--- src/rtl/pdb_pkg.sv ---
package pdb_pkg;
    localparam int WORD_W = 32;
    localparam int BUS_W  = 16;
    localparam int CYC_W  = 18;
    localparam int DIV_W  = 3;

    localparam logic [2:0] SEL_ID   = 3'd0;
    localparam logic [2:0] SEL_BUS  = 3'd1;
    localparam logic [2:0] SEL_CTL  = 3'd2;
    localparam logic [2:0] SEL_PICK = 3'd3;
    localparam logic [2:0] SEL_DATA = 3'd4;

    localparam int A_DC   = 18;
    localparam int A_DMA  = 19;
    localparam int A_CS   = 30;
    localparam int C_EN   = 0;
    localparam int C_SRST = 1;
    localparam int C_DONE = 3;
    localparam int C_WE   = 4;
    localparam int C_DIR  = 5;

    localparam logic [31:0] SYNC_A = 32'h5555_5555;
    localparam logic [31:0] SYNC_B = 32'hAAAA_AAAA;

    localparam logic [31:0] BUS_RST  = 32'h4000_0000;
    localparam logic [31:0] CTL_RST  = 32'h0000_0010;
    localparam logic [31:0] PICK_RST = 32'h0000_0067;

    typedef enum logic [1:0] {ST_IDLE, ST_LEAD, ST_ACT, ST_TAIL} seq_state_e;

    typedef struct packed {
        logic [2:0]        nbytes;
        logic [WORD_W-1:0] data;
    } tx_entry_t;

    function automatic tx_entry_t fn_make_entry(input logic [1:0] size,
                                                input logic [WORD_W-1:0] wd);
        tx_entry_t e;
        case (size)
            2'd0:    begin e.nbytes = 3'd1; e.data = {24'h0, wd[7:0]};  end
            2'd1:    begin e.nbytes = 3'd2; e.data = {16'h0, wd[15:0]}; end
            default: begin e.nbytes = 3'd4; e.data = wd;                end
        endcase
        return e;
    endfunction

    function automatic logic [5:0] fn_rest_guard(input logic [5:0] r);
        return (r < 6'd2) ? 6'd2 : r;
    endfunction
endpackage

--- src/rtl/pdb_tick.sv ---
module pdb_tick import pdb_pkg::*; (
    input  logic             clk,
    input  logic             rst,
    input  logic             run,
    input  logic [DIV_W-1:0] div_m1,
    output logic             tick
);
    logic [DIV_W-1:0] cnt;

    assign tick = run && (cnt == div_m1);

    always_ff @(posedge clk) begin
        if (rst || !run)        cnt <= '0;
        else if (cnt == div_m1) cnt <= '0;
        else                    cnt <= cnt + 1'b1;
    end
endmodule

--- src/rtl/pdb_txq.sv ---
module pdb_txq import pdb_pkg::*; #(
    parameter int DEPTH = 8
) (
    input  logic        clk,
    input  logic        rst,
    input  logic        push,
    input  tx_entry_t   push_entry,
    input  logic        pop,
    output tx_entry_t   head,
    output logic        full,
    output logic        empty,
    output logic [$clog2(DEPTH):0] count
);
    localparam int AW = $clog2(DEPTH);

    tx_entry_t       mem [DEPTH];
    logic [AW-1:0]   wp, rp;
    logic            do_push, do_pop;

    assign full    = (count == DEPTH[AW:0]);
    assign empty   = (count == '0);
    assign do_push = push && !full;
    assign do_pop  = pop && !empty;
    assign head    = mem[rp];

    always_ff @(posedge clk) begin
        if (rst) begin
            wp    <= '0;
            rp    <= '0;
            count <= '0;
        end else begin
            if (do_push) begin
                mem[wp] <= push_entry;
                wp      <= (wp == AW'(DEPTH - 1)) ? '0 : wp + 1'b1;
            end
            if (do_pop)
                rp <= (rp == AW'(DEPTH - 1)) ? '0 : rp + 1'b1;
            case ({do_push, do_pop})
                2'b10:   count <= count + 1'b1;
                2'b01:   count <= count - 1'b1;
                default: count <= count;
            endcase
        end
    end
endmodule

--- src/rtl/pdb_seq.sv ---
module pdb_seq import pdb_pkg::*; (
    input  logic             clk,
    input  logic             rst,
    input  logic             start,
    input  logic             rd_mode,
    input  logic             wide,
    input  logic [3:0]       act_m1,
    input  logic [5:0]       rest_m1,
    input  logic [CYC_W-1:0] cycles_m1,
    input  logic             tick,
    input  logic             q_empty,
    input  tx_entry_t        q_head,
    output logic             q_pop,
    input  logic [BUS_W-1:0] bus_din,
    input  logic             rx_take,
    output logic             busy,
    output logic             have_entry,
    output logic             wr_n,
    output logic             rd_n,
    output logic [BUS_W-1:0] dout,
    output logic [WORD_W-1:0] rx_word,
    output logic             rx_valid
);
    seq_state_e       st;
    logic [CYC_W:0]   remain;
    logic [5:0]       tcnt;
    logic             dir_rd;
    tx_entry_t        cur;
    logic [2:0]       off;
    logic [WORD_W-1:0] acc;
    logic [2:0]       acc_off;

    logic [5:0]        rest_lim;
    logic [2:0]        bpp;
    logic              can_go;
    logic [WORD_W-1:0] shifted;
    logic [BUS_W-1:0]  pick_in;
    logic [WORD_W-1:0] acc_nx;
    logic [2:0]        acc_off_nx;
    logic [2:0]        off_nx;
    logic              last_cyc;

    assign rest_lim   = fn_rest_guard(rest_m1);
    assign bpp        = wide ? 3'd2 : 3'd1;
    assign can_go     = dir_rd ? !rx_valid : have_entry;
    assign shifted    = cur.data >> {off, 3'b000};
    assign pick_in    = wide ? bus_din : {8'h00, bus_din[7:0]};
    assign acc_nx     = acc | ({16'h0000, pick_in} << {acc_off, 3'b000});
    assign acc_off_nx = acc_off + bpp;
    assign off_nx     = off + bpp;
    assign last_cyc   = (remain == {{CYC_W{1'b0}}, 1'b1});

    assign busy  = (st != ST_IDLE);
    assign q_pop = busy && !have_entry && !q_empty;
    assign wr_n  = !(st == ST_ACT && !dir_rd);
    assign rd_n  = !(st == ST_ACT && dir_rd);

    always_ff @(posedge clk) begin
        if (rst) begin
            st         <= ST_IDLE;
            remain     <= '0;
            tcnt       <= '0;
            dir_rd     <= 1'b0;
            cur        <= '0;
            have_entry <= 1'b0;
            off        <= '0;
            acc        <= '0;
            acc_off    <= '0;
            dout       <= '0;
            rx_word    <= '0;
            rx_valid   <= 1'b0;
        end else begin
            if (q_pop) begin
                cur        <= q_head;
                have_entry <= 1'b1;
                off        <= '0;
            end
            if (rx_take)
                rx_valid <= 1'b0;
            case (st)
                ST_IDLE: if (start) begin
                    st      <= ST_LEAD;
                    remain  <= {1'b0, cycles_m1} + 1'b1;
                    tcnt    <= '0;
                    dir_rd  <= rd_mode;
                    acc     <= '0;
                    acc_off <= '0;
                end
                ST_LEAD: if (tick && can_go) begin
                    st   <= ST_ACT;
                    tcnt <= '0;
                    if (!dir_rd) begin
                        dout <= wide ? shifted[15:0] : {8'h00, shifted[7:0]};
                        off  <= off_nx;
                        if (off_nx >= cur.nbytes)
                            have_entry <= 1'b0;
                    end
                end
                ST_ACT: if (tick) begin
                    if (tcnt == {2'b00, act_m1}) begin
                        st   <= ST_TAIL;
                        tcnt <= '0;
                        if (dir_rd) begin
                            if (acc_off_nx >= 3'd4 || last_cyc) begin
                                rx_word  <= acc_nx;
                                rx_valid <= 1'b1;
                                acc      <= '0;
                                acc_off  <= '0;
                            end else begin
                                acc     <= acc_nx;
                                acc_off <= acc_off_nx;
                            end
                        end
                    end else begin
                        tcnt <= tcnt + 1'b1;
                    end
                end
                ST_TAIL: if (tick) begin
                    if (tcnt == rest_lim) begin
                        tcnt   <= '0;
                        remain <= remain - 1'b1;
                        st     <= last_cyc ? ST_IDLE : ST_LEAD;
                    end else begin
                        tcnt <= tcnt + 1'b1;
                    end
                end
                default: st <= ST_IDLE;
            endcase
        end
    end
endmodule

--- src/rtl/pdb_engine.sv ---
module pdb_engine import pdb_pkg::*; #(
    parameter int          FIFO_DEPTH = 8,
    parameter logic [31:0] COMP_CODE  = 32'h0000_0C5D,
    parameter logic [15:0] VER_MAJOR  = 16'd2,
    parameter logic [15:0] VER_MINOR  = 16'd1
) (
    input  logic              clk,
    input  logic              rst,
    input  logic [2:0]        reg_sel,
    input  logic              reg_wr,
    input  logic              reg_rd,
    input  logic [1:0]        reg_size,
    input  logic [WORD_W-1:0] reg_wdata,
    output logic              reg_ready,
    output logic [WORD_W-1:0] reg_rdata,
    output logic              dma_req,
    output logic              bus_cs_n,
    output logic              bus_wr_n,
    output logic              bus_rd_n,
    output logic              bus_dc,
    output logic [BUS_W-1:0]  bus_dout,
    input  logic [BUS_W-1:0]  bus_din
);
    localparam int CW = $clog2(FIFO_DEPTH) + 1;

    logic [WORD_W-1:0] ctrl_a, ctrl_b, ctrl_c;
    logic [1:0]        id_idx;
    logic              go, go_q, start;
    logic              core_rst;
    logic              wide;
    logic [DIV_W-1:0]  div_m1;
    logic              tick, busy, have_entry;
    logic              q_full, q_empty, q_pop, q_push;
    logic [CW-1:0]     q_count;
    tx_entry_t         q_head;
    logic [WORD_W-1:0] rx_word;
    logic              rx_valid, rx_take;
    logic              done_flag;
    logic              data_wr, data_rd;
    logic [WORD_W-1:0] id_word, rd_mux;

    assign core_rst  = rst || ctrl_b[C_SRST];
    assign go        = ctrl_b[C_EN] && !ctrl_a[A_CS] && !ctrl_b[C_WE];
    assign start     = go && !go_q;
    assign wide      = (ctrl_c[4:0] >= 5'd15);
    assign div_m1    = ctrl_c[12:10];
    assign done_flag = !busy && q_empty && !have_entry;

    assign data_wr   = reg_wr && (reg_sel == SEL_DATA);
    assign data_rd   = reg_rd && (reg_sel == SEL_DATA);
    assign reg_ready = !(data_wr && q_full) && !(data_rd && !rx_valid);
    assign q_push    = data_wr && !q_full;
    assign rx_take   = data_rd && rx_valid;

    assign dma_req   = ctrl_a[A_DMA] && (q_count < CW'(FIFO_DEPTH));
    assign bus_cs_n  = ctrl_a[A_CS];
    assign bus_dc    = ctrl_a[A_DC];

    always_comb begin
        case (id_idx)
            2'd0:    id_word = SYNC_A;
            2'd1:    id_word = SYNC_B;
            2'd2:    id_word = COMP_CODE;
            default: id_word = {VER_MAJOR, VER_MINOR};
        endcase
        case (reg_sel)
            SEL_ID:   rd_mux = id_word;
            SEL_BUS:  rd_mux = ctrl_a;
            SEL_CTL:  rd_mux = {ctrl_b[31:4], done_flag, ctrl_b[2:0]};
            SEL_PICK: rd_mux = ctrl_c;
            SEL_DATA: rd_mux = rx_word;
            default:  rd_mux = '0;
        endcase
    end

    always_ff @(posedge clk) begin
        if (rst) begin
            ctrl_a    <= BUS_RST;
            ctrl_b    <= CTL_RST;
            ctrl_c    <= PICK_RST;
            id_idx    <= '0;
            go_q      <= 1'b0;
            reg_rdata <= '0;
        end else begin
            go_q <= go;
            if (reg_wr) begin
                case (reg_sel)
                    SEL_ID:   id_idx <= '0;
                    SEL_BUS:  ctrl_a <= reg_wdata;
                    SEL_CTL:  ctrl_b <= reg_wdata & ~(32'h1 << C_DONE);
                    SEL_PICK: ctrl_c <= reg_wdata;
                    default:  ;
                endcase
            end else if (reg_rd && reg_sel == SEL_ID && id_idx != 2'd3) begin
                id_idx <= id_idx + 1'b1;
            end
            if (reg_rd && reg_ready)
                reg_rdata <= rd_mux;
        end
    end

    pdb_tick u_tick (
        .clk    (clk),
        .rst    (core_rst),
        .run    (busy),
        .div_m1 (div_m1),
        .tick   (tick)
    );

    pdb_txq #(.DEPTH(FIFO_DEPTH)) u_txq (
        .clk        (clk),
        .rst        (core_rst),
        .push       (q_push),
        .push_entry (fn_make_entry(reg_size, reg_wdata)),
        .pop        (q_pop),
        .head       (q_head),
        .full       (q_full),
        .empty      (q_empty),
        .count      (q_count)
    );

    pdb_seq u_seq (
        .clk        (clk),
        .rst        (core_rst),
        .start      (start),
        .rd_mode    (ctrl_b[C_DIR]),
        .wide       (wide),
        .act_m1     (ctrl_a[23:20]),
        .rest_m1    (ctrl_a[29:24]),
        .cycles_m1  (ctrl_a[CYC_W-1:0]),
        .tick       (tick),
        .q_empty    (q_empty),
        .q_head     (q_head),
        .q_pop      (q_pop),
        .bus_din    (bus_din),
        .rx_take    (rx_take),
        .busy       (busy),
        .have_entry (have_entry),
        .wr_n       (bus_wr_n),
        .rd_n       (bus_rd_n),
        .dout       (bus_dout),
        .rx_word    (rx_word),
        .rx_valid   (rx_valid)
    );
endmodule

--- config.mk ---
export PLATFORM = sky130hd
export DESIGN_NAME = pdb_engine
export DESIGN_NICKNAME = d
export VERILOG_FILES = /design/src/rtl/pdb_pkg.sv /design/src/rtl/pdb_tick.sv /design/src/rtl/pdb_txq.sv /design/src/rtl/pdb_seq.sv /design/src/rtl/pdb_engine.sv
export SDC_FILE = /design/constraint.sdc
export NUM_CORES = 1
export LEC_CHECK = 0
export CORE_MARGIN = 2
export CORE_UTILIZATION = 50
export DETAILED_ROUTE_END_ITERATION = 8
export GPL_ROUTABILITY_DRIVEN = 0
export PLACE_DENSITY = 0.68
export SLEW_MARGIN = 20
export SYNTH_ARGS = -nofsm -noshare
export SYNTH_HDL_FRONTEND = slang
export SYNTH_SLANG_ARGS = --single-unit
--- constraint.sdc ---
create_clock -name clk -period 15.8 [get_ports clk]
set_input_delay 2.37 -clock clk [delete_from_list [all_inputs] [get_ports clk]]
set_output_delay 2.37 -clock clk [all_outputs]
set_load 0.01 [all_outputs]
=== After elaboration in Yosys (flattened, before gate mapping) ===
Memory sizes are Yosys's and may differ from the RTL's. A register that Yosys moved wholly into a read port is not among the register bits.
Cells that the tools add are included.

* Memories kept: 1
* Input bits: 57
* Bits in writable memories: 280
* Output and inout bits: 54
* Flip-flop bits (word level): 259

{| class="wikitable"
|+ Memories
! name !! depth !! bits a word !! rd ports !! clocked after Yosys merged registers in !! write ports !! RTL line !! text
|-
| u_txq.mem || 8 || 35 || 1 || 1 || 1 || pdb_txq.sv:16 || <nowiki>tx_entry_t mem [DEPTH];</nowiki>
|}

* Reduce and logical (&&, ||, !) cells: 62
* Bitwise operators: 2
* Muxes and demuxes: 63
* Add/sub/neg operators: 11
* Shift operators: 2
* Equality and inequality tests: 28
* Order comparisons: 5

{| class="wikitable"
|+ Operator list
! cell !! count
|-
| 32-bit two-way mux || 5
|-
| 32-bit one-hot mux with 5 select lines || 1
|-
| 32-bit one-hot mux with 3 select lines || 1
|-
| 35-bit one-hot mux with 2 select lines || 1
|-
| 32-bit one-hot mux with 2 select lines || 1
|-
| 19-bit two-way mux || 3
|-
| 6-bit two-way mux || 7
|-
| 19-bit one-hot mux with 2 select lines || 1
|-
| 3-bit two-way mux || 11
|-
| 16-bit two-way mux || 2
|-
| 32-bit bitwise OR || 1
|-
| 16-bit by 6-bit << shifter with 32-bit output || 1
|-
| 32-bit by 6-bit >> shifter with 16-bit output || 1
|-
| 1-bit logical AND || 24
|-
| 6-bit one-hot mux with 4 select lines || 1
|-
| 2-bit two-way mux || 10
|-
| 18-bit by 1-bit adder with 19-bit output (second input constant) || 1
|-
| 19-bit by 1-bit == test with 1-bit output (second input constant) || 1
|-
| 19-bit by 1-bit subtractor with 19-bit output (second input constant) || 1
|-
| 1-bit two-way mux || 16
|-
| 1-bit logical NOT || 13
|-
| 2-bit by 1-bit != test with 1-bit output (second input constant) || 6
|-
| 2-bit AND reduction || 5
|-
| 5-bit AND reduction || 2
|-
| 34 further kinds || 57
|}

=== Longest topological paths before layout ===
* Depth in word-level cells: 10
* Gate-level depth with buffers: 15
* Depth with buffers taken out: 11

=== Modules after synthesis ===
Synthesis repeated with hierarchy kept, for this count alone.

* Cells, all modules: 2138
* Area, all modules: 24720.0 um2

{| class="wikitable"
|+ By module, submodules not included
! module !! area an instance (um2) !! times used !! cells each
|-
| pdb_txq || 11180.7 || 1 || 481
|-
| pdb_seq || 7302.0 || 1 || 880
|-
| pdb_engine || 6083.3 || 1 || 763
|-
| pdb_tick || 153.9 || 1 || 14
|}

=== Worst setup path after synthesis ===
OpenSTA, ideal clock, no wires.

* Path kind: input -> register
* Start point: input reg_sel[0]
* End point: memory u_txq.mem[0][0] (netlist bit) (enable)
* Data arrival time: 6.164 ns
* Stages on the path: 7
* Path buffers: 2
* Slack: 9.165 ns
* Path through: clkbuf_1 > nor2b_1 > clkbuf_1 > nor2b_1 > nand3_1 > or3_1 > nor3_1

* Word-level cells in the longest chain between the ends: 7

{| class="wikitable"
|+ RTL lines
! element !! RTL line !! text
|-
| from (decl) || pdb_engine.sv:9 || <nowiki>input logic [2:0] reg_sel,</nowiki>
|-
| 3-bit == test || pdb_engine.sv:49 || <nowiki>assign data_wr = reg_wr && (reg_sel == SEL_DATA);</nowiki>
|-
| 1-bit logical AND || pdb_engine.sv:49 ||
|-
| 1-bit logical AND || pdb_engine.sv:52 || <nowiki>assign q_push = data_wr && !q_full;</nowiki>
|-
| 1-bit logical AND || pdb_txq.sv:22 || <nowiki>assign do_push = push && !full;</nowiki>
|-
| 1-bit two-way mux || pdb_txq.sv:32 || <nowiki>if (do_push) begin</nowiki>
|-
| 1-bit two-way mux || pdb_txq.sv:27 || <nowiki>if (rst) begin</nowiki>
|-
| 1-bit two-way mux (implied by the code) || pdb_txq.sv:33 || <nowiki>mem[wp] <= push_entry;</nowiki>
|-
| to (decl) || pdb_txq.sv:16 ||
|}

Every way passes these cells.

=== Final worst setup path ===
* Start point: input reg_sel[2]
* End point: output reg_ready

* Word-level cells in the longest chain between the ends: 5
* Elaborated cells on any way between the ends: 8
* Classes of those cells: eq/ne: 1; reduce/logical: 7

{| class="wikitable"
|+ RTL lines
! element !! RTL line !! text
|-
| 3-bit == test (*) || pdb_engine.sv:49, pdb_engine.sv:50 ||
|-
| 1-bit logical AND, on equally long branches || pdb_engine.sv:49, pdb_engine.sv:50 ||
|-
| 1-bit logical AND || pdb_engine.sv:51 || <nowiki>assign reg_ready = !(data_wr && q_full) && !(data_rd && !rx_valid);</nowiki>
|-
| 1-bit logical NOT || pdb_engine.sv:51 ||
|-
| 1-bit logical AND (*) || pdb_engine.sv:51 ||
|-
| to (decl) || pdb_engine.sv:14 || <nowiki>output logic reg_ready,</nowiki>
|}

Mark *: on every way between the ends. The rest lies on a longest branch, timed or not.

==> results.tsv <==
metric	value	unit
status	finished clean	
ys.warnings.count	0	
drc_errors	0	
critPathRequiredTime	13.43	ns
cts_resized	0	
p_int	0.00242	W
pwr-share-comb	5.1	%
grt_max_degree	87	
skew	0.0143	ns
cts.sinks	574	
fin_util	57.5	%
synth_edf_count	280	
ys.flop_type	dfxtp_1	
seq_area_frac_synth	58.2	%
crit_path_start_kind	input pin	
die_h	226	um
ys_async_sr_fraction	0	%
tns	0	ns
cts_tree	built	
period_needed	6.78	ns
p_switching	0.000689	W
die_w	226	um
core-area	48700	sq um
crit_end	reg_ready	
powerDensity	111	nW/um^2
path_clk_slew	0.06	ns
hp-class	register to register	
synth_area_leaders	edfxtp_1 (34%), dfxtp_1 (24%), mux4_2 (6.4%)	
regArea	14300	sq um
synth_top_area_share	34.2	%
cts_buffer_depth	3	
netlist_instances	2208	
relSlewSlack	26.5	%
yosysMostFrequentCell	nand2_1	
clockRootBuffer	clkbuf_16	
antenna_cells	0	
end_kind	output pin	
finalHoldViolCount	0	
period_share	42.9	%
grt_pass1_wl	102000	um
syn-num-nets	2295	
nets	2335	
finalMaxSlewViolations	0	
maxCapViolations	0	
clkLatencyLatePin	0.62	ns
portBuffers	110	
stdcell_area	28000	sq um
multiInputGateArea	9580	sq um
vias_per_cell	5.98	
holdWs	0.455	ns
overflow	0	
grt_pass1_vias	16800	
areaGrowthSynthToFinish	14.1	%
crit_path_start	reg_sel[2]	
cts_made_buffers	57	
io_pins	111	
synth_area	24600	sq um
postCtsSetupBuffers	0	
p_leak	9.20	nW
max_freq	0.147	GHz
cp.arrival	4.41	ns
reg2reg_slack	12.09	ns
num_rows	81	
drive_above_1_share	10.9	%
dp_hpwl	43300	um
antenna_found_initial	3	
vias	17700	
syn_avg_cell_area	11.1	sq um
r2r_cells	11	
initial_utilization	50.4	%
max-vdd-ir-drop	0.0000829	V
drtIter0Drc	1841	
h-tree-depth	2	
yosys.area.top_type	edfxtp_1	
wire_per_inst	22.6	um
setup_violations	0	
yosysUniqueCellTypes	78	
worst_slew_pin_slew	1.10	ns
p_sw_share	22.2	%
dr.pass1.iters	7	
path_class	input pin to output pin	
grt_usage	26.5	%
cts_hold_buf	0	
crit-reg2reg-launch	ctrl_c[3]	
worstPathMaxFanout	52	
clkPwrFrac	43.8	%
rsz0062_at_grt	false	
synthTopCellsByCount	nand2_1 (356), dfxtp_1 (294), edfxtp_1 (280)	
die_area	50900	sq um
seq_power_share	51.0	%
dpl_cell_area	26100	sq um
ant_nets	0	
synth_seq_cells	574	
r2r_end	u_seq.rx_word[11]	
totalWireLength	66700	um
fill_cells	4000	
## power by group through the flow
| stage | Clock (W) | Sequential (W) | Combinational, W |
|---|---|---|---|
| after floorplan | 0 | 0.00162 | 0.0000859 |
| after global placement | 0 | 0.00162 | 0.000155 |
| after detailed placement | 0 | 0.00162 | 0.000158 |
| after CTS | 0.00138 | 0.00159 | 0.000159 |
| after global routing | 0.00144 | 0.00159 | 0.000173 |
| final | 0.00136 | 0.00159 | 0.000160 |
## registers in the layout, indices dropped and copies added (netlist names), 2 cells and up
name	count
ctrl_a	32
ctrl_b	31
ctrl_c	32
id_idx	2
reg_rdata	32
u_seq.acc	32
u_seq.acc_off	3
u_seq.cur	35
u_seq.dout	16
u_seq.off	3
u_seq.remain	19
u_seq.rx_word	32
u_seq.st	2
u_seq.tcnt	6
u_tick.cnt	3
u_txq.count	4
u_txq.mem	280
u_txq.rp	3
u_txq.wp	3
## metrics by stage
stage / total power [W] / worst slack, ns / cells
3_5_place_dp: 0.00178 / 9.08 / 2853
5_1_grt: 0.00320 / 8.95 / 2959
6_report: 0.00311 / 9.02 / 2959
4_1_cts: 0.00312 / 9.08 / 2959
3_3_place_gp: 0.00177 / 9.09 / 2853
2_1_floorplan: 0.00170 / 9.17 / 2208
## layout make-up
cell class              count  share of cell area [%]
flip-flops and latches    574                    51.0
multi-input cells        1451                    34.2
clock buffers              81                    5.85
repair buffers            144                    4.76
well taps                 664                    2.97
clock inverters            25                   0.911
inverters                  20                   0.268
## critical path: stages
cell and delay (ns):
buf_2 0.09, buf_4 0.50, nor2b_1 0.23, buf_4 0.27, nor2b_1 0.32, nand2_1 0.12, clkdlybuf4s50_1 0.49
## cells by family (layout without fill, tap and decap cells)
logic type | after synthesis | count (layout) | share of synthesized area [%]
mux | 147 | 147 | 9.64
fa+ha+maj | 30 | 30 | 1.62
simple gates | 737 | 737 | 13.2
buf+inv | 183 | 270 | 3.09
flops | 574 | 574 | 58.2
xor+xnor | 38 | 38 | 1.36
compound gates | 499 | 499 | 12.8
## cells in the final DEF (no fill, tap or decap), drive strengths merged, types with 8 or more instances in the layout
| master | Yosys | layout |
|---|---|---|
| xnor2 | 22 | 22 |
| ha | 27 | 27 |
| o2bb2ai | 8 | 8 |
| mux2 | 16 | 16 |
| clkbuf | 127 | 81 |
| nand3 | 20 | 20 |
| o22ai | 13 | 13 |
| a2111oi | 8 | 8 |
| mux2i | 61 | 61 |
| xor2 | 16 | 16 |
| nand2b | 22 | 22 |
| inv | 19 | 20 |
| buf | 36 | 39 |
| a21oi | 216 | 216 |
| a211oi | 58 | 58 |
| edfxtp | 280 | 280 |
| mux4 | 70 | 70 |
| clkdlybuf4s50 | 0 | 105 |
| nor2 | 184 | 184 |
| and2 | 22 | 22 |
| dfxtp | 294 | 294 |
| nand3b | 11 | 11 |
| clkinv | 1 | 17 |
| nand2 | 356 | 356 |
| a21o | 20 | 20 |
| o21ai | 61 | 61 |
| nor3 | 44 | 44 |
| a22oi | 43 | 43 |
| o221ai | 15 | 15 |
| nor2b | 32 | 32 |
| nand4 | 10 | 10 |
## how the worst min path moves through the flow
stage	from	endpoint	depth (start not counted)
detailed placement	ctrl_c[28]	ctrl_c[28]	2
global placement	ctrl_c[21]	ctrl_c[21]	2
floorplan	u_tick.cnt[0]	u_tick.cnt[0]	1
CTS	ctrl_c[28]	ctrl_c[28]	2
global route	ctrl_c[28]	ctrl_c[28]	2
finish	ctrl_c[28]	ctrl_c[28]	2
## routing by layer
| layer | track usage (%) | wire length (um) |
|---|---|---|
| met5 | 0 | 12 |
| met3 | 4.42 | 5130 |
| met2 | 39.5 | 30200 |
| met1 | 38.9 | 29200 |
| met4 | 9.66 | 2180 |
(Power assumes the default switching activity.)
